$ cat src/rtl/chan_off_pkg.sv
package chan_off_pkg;
  typedef enum logic [2:0] {
    ST_ON        = 3'd0,
    ST_TOFF_DLY  = 3'd1,
    ST_TOFF_FALL = 3'd2,
    ST_HOLD      = 3'd3,
    ST_READY     = 3'd4
  } seq_state_e;
endpackage

$ cat src/rtl/off_floor_calc.sv
module off_floor_calc #(
  parameter int unsigned CNT_W       = 16,
  parameter int unsigned HOLD_W      = CNT_W + 2,
  parameter int unsigned BUS_MIN_MS  = 120,
  parameter int unsigned RUN_BASE_MS = 136
) (
  input  logic              run_kind_i,
  input  logic [CNT_W-1:0]  delay_i,
  input  logic [CNT_W-1:0]  fall_i,
  input  logic [CNT_W-1:0]  restart_i,
  output logic [HOLD_W-1:0] floor_o
);
  localparam logic [HOLD_W-1:0] BusMin  = HOLD_W'(BUS_MIN_MS);
  localparam logic [HOLD_W-1:0] RunBase = HOLD_W'(RUN_BASE_MS);

  logic [HOLD_W-1:0] run_sum;
  logic [HOLD_W-1:0] rst_ext;

  always_comb begin
    run_sum = HOLD_W'(delay_i) + HOLD_W'(fall_i) + RunBase;
    rst_ext = HOLD_W'(restart_i);
    if (!run_kind_i)            floor_o = BusMin;
    else if (rst_ext > run_sum) floor_o = rst_ext;
    else                        floor_o = run_sum;
  end
endmodule

$ cat src/rtl/off_hold_timer.sv
module off_hold_timer #(
  parameter int unsigned W       = 18,
  parameter int unsigned RST_VAL = 120
) (
  input  logic         clk_i,
  input  logic         rst_ni,
  input  logic         tick_i,
  input  logic         load_i,
  input  logic [W-1:0] load_val_i,
  output logic         zero_o
);
  logic [W-1:0] cnt_q;

  always_ff @(posedge clk_i or negedge rst_ni) begin
    if (!rst_ni)                      cnt_q <= W'(RST_VAL);
    else if (load_i)                  cnt_q <= load_val_i;
    else if (tick_i && cnt_q != '0)   cnt_q <= cnt_q - W'(1);
  end

  assign zero_o = (cnt_q == '0);
endmodule

$ cat src/rtl/off_phase_timer.sv
module off_phase_timer #(
  parameter int unsigned W = 16
) (
  input  logic         clk_i,
  input  logic         rst_ni,
  input  logic         tick_i,
  input  logic         load_i,
  input  logic [W-1:0] load_val_i,
  output logic         last_o
);
  logic [W-1:0] cnt_q;

  always_ff @(posedge clk_i or negedge rst_ni) begin
    if (!rst_ni)                      cnt_q <= '0;
    else if (load_i)                  cnt_q <= load_val_i;
    else if (tick_i && cnt_q != '0)   cnt_q <= cnt_q - W'(1);
  end

  // zero-length phase still takes one tick
  assign last_o = (cnt_q < W'(2));
endmodule

$ cat src/rtl/chan_off_seq.sv
module chan_off_seq
  import chan_off_pkg::*;
#(
  parameter int unsigned CNT_W       = 16,
  parameter int unsigned BUS_MIN_MS  = 120,
  parameter int unsigned RUN_BASE_MS = 136,
  parameter int unsigned RST_HOLD_MS = 120
) (
  input  logic             clk_i,
  input  logic             rst_ni,
  input  logic             tick_ms_i,
  input  logic             bus_on_i,
  input  logic             run_ext_i,
  input  logic             no_run_pulse_i,
  input  logic             hard_off_i,
  input  logic [CNT_W-1:0] toff_delay_i,
  input  logic [CNT_W-1:0] toff_fall_i,
  input  logic [CNT_W-1:0] restart_delay_i,
  input  logic             short_clr_i,
  output logic             run_pd_o,
  output logic             chan_en_o,
  output logic             short_cycle_o
);
  localparam int unsigned HOLD_W = CNT_W + 2;

  seq_state_e        state_q, state_d;
  logic              kind_q, kind_d;
  logic              short_q;
  logic              on_req, run_evt, in_ramp;
  logic              hold_load, hold_zero;
  logic              phase_load, phase_last;
  logic [CNT_W-1:0]  phase_val;
  logic [HOLD_W-1:0] floor_val;

  assign on_req  = bus_on_i & run_ext_i;
  assign run_evt = ~run_ext_i | (~bus_on_i & ~no_run_pulse_i);
  assign in_ramp = (state_q == ST_TOFF_DLY) || (state_q == ST_TOFF_FALL);

  off_floor_calc #(
    .CNT_W      (CNT_W),
    .HOLD_W     (HOLD_W),
    .BUS_MIN_MS (BUS_MIN_MS),
    .RUN_BASE_MS(RUN_BASE_MS)
  ) floor_i (
    .run_kind_i (run_evt),
    .delay_i    (toff_delay_i),
    .fall_i     (toff_fall_i),
    .restart_i  (restart_delay_i),
    .floor_o    (floor_val)
  );

  off_hold_timer #(
    .W      (HOLD_W),
    .RST_VAL(RST_HOLD_MS)
  ) hold_i (
    .clk_i     (clk_i),
    .rst_ni    (rst_ni),
    .tick_i    (tick_ms_i),
    .load_i    (hold_load),
    .load_val_i(floor_val),
    .zero_o    (hold_zero)
  );

  off_phase_timer #(
    .W(CNT_W)
  ) phase_i (
    .clk_i     (clk_i),
    .rst_ni    (rst_ni),
    .tick_i    (tick_ms_i),
    .load_i    (phase_load),
    .load_val_i(phase_val),
    .last_o    (phase_last)
  );

  always_comb begin
    state_d    = state_q;
    kind_d     = kind_q;
    hold_load  = 1'b0;
    phase_load = 1'b0;
    phase_val  = toff_delay_i;
    unique case (state_q)
      ST_ON: begin
        if (!on_req) begin
          hold_load  = 1'b1;
          phase_load = 1'b1;
          kind_d     = run_evt;
          state_d    = (run_evt && hard_off_i) ? ST_HOLD : ST_TOFF_DLY;
        end
      end
      ST_TOFF_DLY: begin
        if (tick_ms_i && phase_last) begin
          phase_load = 1'b1;
          phase_val  = toff_fall_i;
          state_d    = ST_TOFF_FALL;
        end
      end
      ST_TOFF_FALL: if (tick_ms_i && phase_last) state_d = ST_HOLD;
      ST_HOLD:      if (hold_zero) state_d = ST_READY;
      ST_READY:     if (tick_ms_i && on_req) state_d = ST_ON;
      default:      state_d = ST_HOLD;
    endcase
  end

  always_ff @(posedge clk_i or negedge rst_ni) begin
    if (!rst_ni) begin
      state_q <= ST_HOLD;
      kind_q  <= 1'b1;
      short_q <= 1'b0;
    end else begin
      state_q <= state_d;
      kind_q  <= kind_d;
      short_q <= (in_ramp && on_req) | (short_q & ~short_clr_i);
    end
  end

  assign chan_en_o     = (state_q == ST_ON) || in_ramp;
  assign run_pd_o      = kind_q && (in_ramp || state_q == ST_HOLD);
  assign short_cycle_o = short_q;
endmodule

$ cat config.mk
export PLATFORM = sky130hd
export DESIGN_NAME = chan_off_seq
export DESIGN_NICKNAME = d
export VERILOG_FILES = /design/src/rtl/chan_off_pkg.sv /design/src/rtl/off_floor_calc.sv /design/src/rtl/off_hold_timer.sv /design/src/rtl/off_phase_timer.sv /design/src/rtl/chan_off_seq.sv
export SDC_FILE = /design/constraint.sdc
export NUM_CORES = 1
export LEC_CHECK = 0
export BUFFER_PORTS_ARGS = -buffer_cell sky130_fd_sc_hd__buf_2
export CAP_MARGIN = 20
export CELL_PAD_IN_SITES_DETAIL_PLACEMENT = 0
export CELL_PAD_IN_SITES_GLOBAL_PLACEMENT = 1
export CORE_MARGIN = 5
export CORE_UTILIZATION = 40
export DETAILED_ROUTE_END_ITERATION = 12
export PLACE_DENSITY = 0.83
export SLEW_MARGIN = 20
export SYNTH_ARGS = -nofsm -noshare
export SYNTH_HDL_FRONTEND = slang
export SYNTH_SLANG_ARGS = --single-unit
$ cat constraint.sdc
create_clock -name clk_i -period 4.38 [get_ports clk_i]
set_input_delay 0.876 -clock clk_i [delete_from_list [all_inputs] [get_ports clk_i]]
set_output_delay 0.876 -clock clk_i [all_outputs]
set_load 0.03 [all_outputs]
==> out/metrics.cfg, run 1 <==
[timing]
setup_slack_ns=-0.422
skew_ns=0.00248
fin_crit_ns=4.80
tns_ns=-5.91
fin_crit_sh_pct=110
fmaxAchievable_mhz=208
slew_violations=0
setup_violations=16
rsz0062_at_grt=yes
hold_viol_final=0
tightest_slew_ns=0.827
slew_headroom_pct=44.4

[run]
maxCapViolations=0

[drt]
dr.first_iter.drc_count=396
drc=0
wire_per_inst_um=17.1
drt.antenna.violating_nets=0
via_count=5213
wl_mm=15.2
first_pass_iters=5
routed_via_density=5.87

[finish]
final_common_cell=buf_4
mostFrequentLayoutCells=buf_4 (124), nand2_1 (60), buf_2 (55)
fin_nets=836
layout-drive-gt1-share_pct=34.6
area_growth_pct=34.0
diodes=0

[global_routing]
grt_max_degree=40
first_global_vias=5220
grt_overflow=0
grt_pass1_wl_mm=25.4
antenna_found_initial=0
grt.total_usage_pct=21.6

[clock_tree]
cts.sinks=39
htree_levels=2
cts_buffers=5
clockBufferDepth=2
ctsHoldBuffers=0
clkLatencyLatePin_ns=0.29
root_buffer=clkbuf_16
cts_tree=yes
clkSlewWorstSetupHoldPaths_ns=0.06

[status]
violations=negative setup slack
status=finished with violations

[yosys]
ys.flop_type=dfrtp_1
synth_area_um2=4710
synth_edf_count=0
ys_seq_elements=39
ys_warn_count=0
syn_inst=584
synth_cell_types=87
async_reset_ff_share_pct=100
synth_nets=676
ys_seq_area_share_pct=20.9
syn_area_per_cell_um2=8.06

[die]
rows=39
die_w_um=118
core_um2=11500
boundaryPins=59
initial_core_util_pct=41.0
die_h_um=118
die_area_um2=14000

[power_and_ir_drop]
vdd.ir_drop.worst_mv=0.218
p_int_w=0.00151
powerDensity_nw_per_um2=408
seq_power_share_pct=28.4
switchingPower_w=0.00106
switching_share_pct=41.3
p_leak_nw=2.83
comb_power_share_pct=54.3
p_clk_share_pct=17.3

[placed_design]
gp_congestion=0.943
hpwl_mm=12.3
port-buffer-count=58
dp_slack_ns=-0.871

[critical_path]
worstPathMaxFanout=6
critPathKind=input port to register
worstPathArrival_ns=4.98
crit_path_start_kind=input port
required_ns=4.56
endpoint_kind=register

[min_path]
min_path_type=register to register

## power groups by stage
stage / combinational, W / sequential, W / clock [W]
floorplan: 0.000880 / 0.000676 / 0
global placement: 0.00129 / 0.000720 / 0
detailed placement: 0.00132 / 0.000728 / 0
CTS: 0.00137 / 0.000725 / 0.000447
global route: 0.00155 / 0.000762 / 0.000462
finish: 0.00140 / 0.000730 / 0.000446
## routing by layer
| layer | routed length (um) | part of all wire [%] | GRT usage [%] |
|---|---|---|---|
| met5 | 0 | 0 | 0 |
| met4 | 233 | 1.5 | 6.24 |
| met3 | 818 | 5.4 | 3.15 |
| met2 | 7190 | 47 | 35.8 |
| met1 | 6960 | 46 | 29.2 |
## cells in the mapped netlist (all sizes together), types with 10 or more instances
cell     n  area [um2]
o211ai  11        87.6
a211oi  12         108
a21oi   51         282
o21ai   26         141
dfrtp   32         801
nand2b  10        62.6
nand2   60         225
nor3    19         100
nand3   19         100
nor2    52         195
xor2    17         149
nand4   13         103
clkbuf  15        56.3
a21o    16         121
inv     18        67.6
buf     15         118
xnor2   21         184
ha      35         438
## stage by stage
stage	instance area, um2	hold WS [ns]	total power, W	cells	utilization, %
after floorplan	4750	0.436	0.00156	584	-
after global placement	5960	0.455	0.00201	877	52.0
after detailed placement	5960	0.461	0.00205	877	52.0
after CTS	6230	0.472	0.00254	888	54.4
after global routing	6310	0.505	0.00277	888	55.0
final	6310	0.470	0.00258	888	55.0
## cell families after synthesis
family / synth area share [%]
AOI/OAI and AO/OA: 31.2
muxes: 1.12
buffers and inverters: 5.21
xor gates and xnor gates: 7.07
DFF: 20.9
adders and majority gates: 9.73
and+or+nand+nor: 24.7
## flip-flops by register name (all words and copies together) (netlist names)
signal and flops:
hold_i.cnt_q 18, kind_q 1, phase_i.cnt_q 16, short_cycle_o 1
state_q 3
## worst paths after layout
check                            startpoint                 to  slack, ns  depth (start not counted)
setup / recovery           toff_delay_i[10]    hold_i.cnt_q[0]      -0.42                         20
hold / removal                       kind_q             kind_q       0.47                          2
setup reg to reg            hold_i.cnt_q[8]   hold_i.cnt_q[12]       1.14                          8
hold reg to reg                      kind_q             kind_q       0.47                          2
max in group asynchronous            rst_ni  phase_i.cnt_q[13]       3.43                          1
min in group asynchronous            rst_ni    hold_i.cnt_q[2]       0.57                          1
## repair_timing
item / CTS / global route
setup endpoints to repair: 16 / 16
pin swaps: 16 / 13
gates resized for setup: 17 / 13
buffers inserted: 4 / 1
## layout make-up
type / count / area, um2
multi-input cells: 496 / 3640
clock inverters: 2 / 35.0
clock buffers: 6 / 139
fillers: 1065 / 5160
well taps: 143 / 179
repair buffers: 183 / 1250
flip-flops and latches: 39 / 985
inverters: 19 / 71.3
## critical path: stages
cell	delay [ns]
buf_2	0.11
ha_1	0.31
a21oi_1	0.21
mux2_2	0.38
a311o_1	0.32
a211oi_4	0.24
buf_4	0.15
and3_2	0.20
nand4_1	0.12
xnor2_1	0.25
ha_1	0.31
nand4_1	0.12
nor2_2	0.06
and4_1	0.19
a21oi_2	0.14
o211a_1	0.19
o31a_1	0.29
buf_6	0.17
a211oi_2	0.04
a311o_1	0.31
No activity file was read; power rests on OpenSTA's default activity.
==> inputs of run 2 (changes only) <==
- SKIP_LAST_GASP: default -> 1
- TNS_END_PERCENT: default -> 5
==> out/metrics.cfg, run 2 (same netlist as run 1, synthesis figures left out) <==
[global_routing]
grt_overflow=0
grt_pass1_wl_mm=24.9
grt_max_degree=40
first_global_vias=5070
grt.total_usage_pct=21.0
antenna_found_initial=0

[critical_path]
crit_path_start_kind=input port
slowest_stage=fa_2
endpoint_kind=register
slowest_delay_ns=0.33
worstPathArrival_ns=5.01
critPathKind=input port to register
required_ns=4.56
worstPathMaxFanout=6

[power_and_ir_drop]
switchingPower_w=0.00104
seq_power_share_pct=28.6
vdd.ir_drop.worst_mv=0.251
p_int_w=0.00152
p_clk_share_pct=19.2
comb_power_share_pct=52.2
p_leak_nw=2.77
powerDensity_nw_per_um2=416
switching_share_pct=40.6

[placed_design]
place_area_um2=5880
gp_congestion=0.923
port-buffer-count=58
hpwl_mm=12.0

[finish]
fin_nets=827
reg_top3=hold_i.cnt_q (18), phase_i.cnt_q (16), state_q (3)
diodes=0
layout-drive-gt1-share_pct=32.5
post-route-util_pct=53.7
final_area_um2=6160
seqCellArea_um2=985
area_growth_pct=30.9
fillers=1063
final_common_cell=buf_4
mostFrequentLayoutCells=buf_4 (116), nand2_1 (60), buf_2 (56)
multi_input_comb_area_um2=3560
top_register=hold_i.cnt_q
largest_register_ffs=18

[drt]
drc=0
first_pass_iters=7
via_count=5154
dr.first_iter.drc_count=435
drt.antenna.violating_nets=0
wl_mm=14.9
wire_per_inst_um=16.9
routed_via_density=5.86

[clock_tree]
cts_buffers=5
htree_levels=2
clkLatencyLatePin_ns=0.29
clkSlewWorstSetupHoldPaths_ns=0.07
cts.sinks=39
clockBufferDepth=2
root_buffer=clkbuf_16
cts_tree=yes

[timing]
slew_violations=0
tns_ns=-6.33
fmaxAchievable_mhz=207
hold_viol_final=0
setup_slack_ns=-0.458
slew_headroom_pct=36.6
tightest_slew_ns=0.951
rsz0062_at_grt=yes
fin_crit_sh_pct=110
skew_ns=0.00468
setup_violations=16
fin_crit_ns=4.84

[die]
die_area_um2=14000
boundaryPins=59
core_um2=11500
initial_core_util_pct=41.0
die_h_um=118
die_w_um=118
rows=39

[status]
status=finished with violations
violations=negative setup slack

[min_path]
min_path_type=register to register

[run]
maxCapViolations=0

==> run 2: critical path, delay by kind of cell <==
kind | cells | cell delay, ns
xor gates and xnor gates | 2 | 0.32
adders and majority gates | 4 | 0.97
buffers and inverters | 4 | 0.44
and+or+nand+nor | 6 | 0.82
AOI/OAI and AO/OA | 11 | 1.59
==> run 2: through the flow <==
step / instances / hold WS (ns) / power (W) / setup slack [ns]
3_5_place_dp: 868 / 0.451 / 0.00202 / -0.817
3_3_place_gp: 868 / 0.450 / 0.00197 / -0.766
5_1_grt: 879 / 0.494 / 0.00275 / -0.693
4_1_cts: 876 / 0.462 / 0.00253 / -0.450
6_report: 879 / 0.460 / 0.00256 / -0.458
2_1_floorplan: 584 / 0.436 / 0.00155 / -0.389
==> run 2: final cells by class <==
| class | count | share of cell area (%) |
|---|---|---|
| multi-input combinational | 496 | 57.8 |
| clock buffer | 5 | 2.03 |
| tap | 143 | 2.90 |
| sequential | 39 | 16.0 |
| inverter | 19 | 1.16 |
| timing repair buffer | 174 | 19.0 |
| clock inverter | 3 | 1.10 |
==> run 2: timing repair <==
item	4_1_cts	5_1_grt
pin swaps	3	10
gates resized for setup	6	11
buffers inserted	0	3
hold buffers	0	0
setup endpoints to repair	16	16
==> run 2: per-layer routing <==
layer	track usage (%)	vias up	share of wire (%)
met3	2.91	17	4.5
met4	6.09	0	1.7
li1	-	2527	-
met1	29.4	2476	47
met2	33.8	134	47
met5	0	-	0
==> run 2: path summary, 6_finish.rpt <==
kind	startpoint	to	slack, ns	depth (start not counted)
hold reg to reg	kind_q	kind_q	0.46	2
min in group asynchronous	rst_ni	hold_i.cnt_q[2]	0.72	1
setup / recovery	toff_fall_i[0]	hold_i.cnt_q[0]	-0.46	27
hold / removal	kind_q	kind_q	0.46	2
setup reg to reg	hold_i.cnt_q[8]	hold_i.cnt_q[15]	1.22	9
max in group asynchronous	rst_ni	phase_i.cnt_q[10]	3.05	1
==> run 2: power by group through the flow <==
stage               sequential [W]  clock [W]  combinational, W
floorplan                 0.000676          0          0.000878
global placement          0.000719          0           0.00126
detailed placement        0.000728          0           0.00129
CTS                       0.000725   0.000497           0.00131
global route              0.000754   0.000509           0.00149
finish                    0.000732   0.000491           0.00134
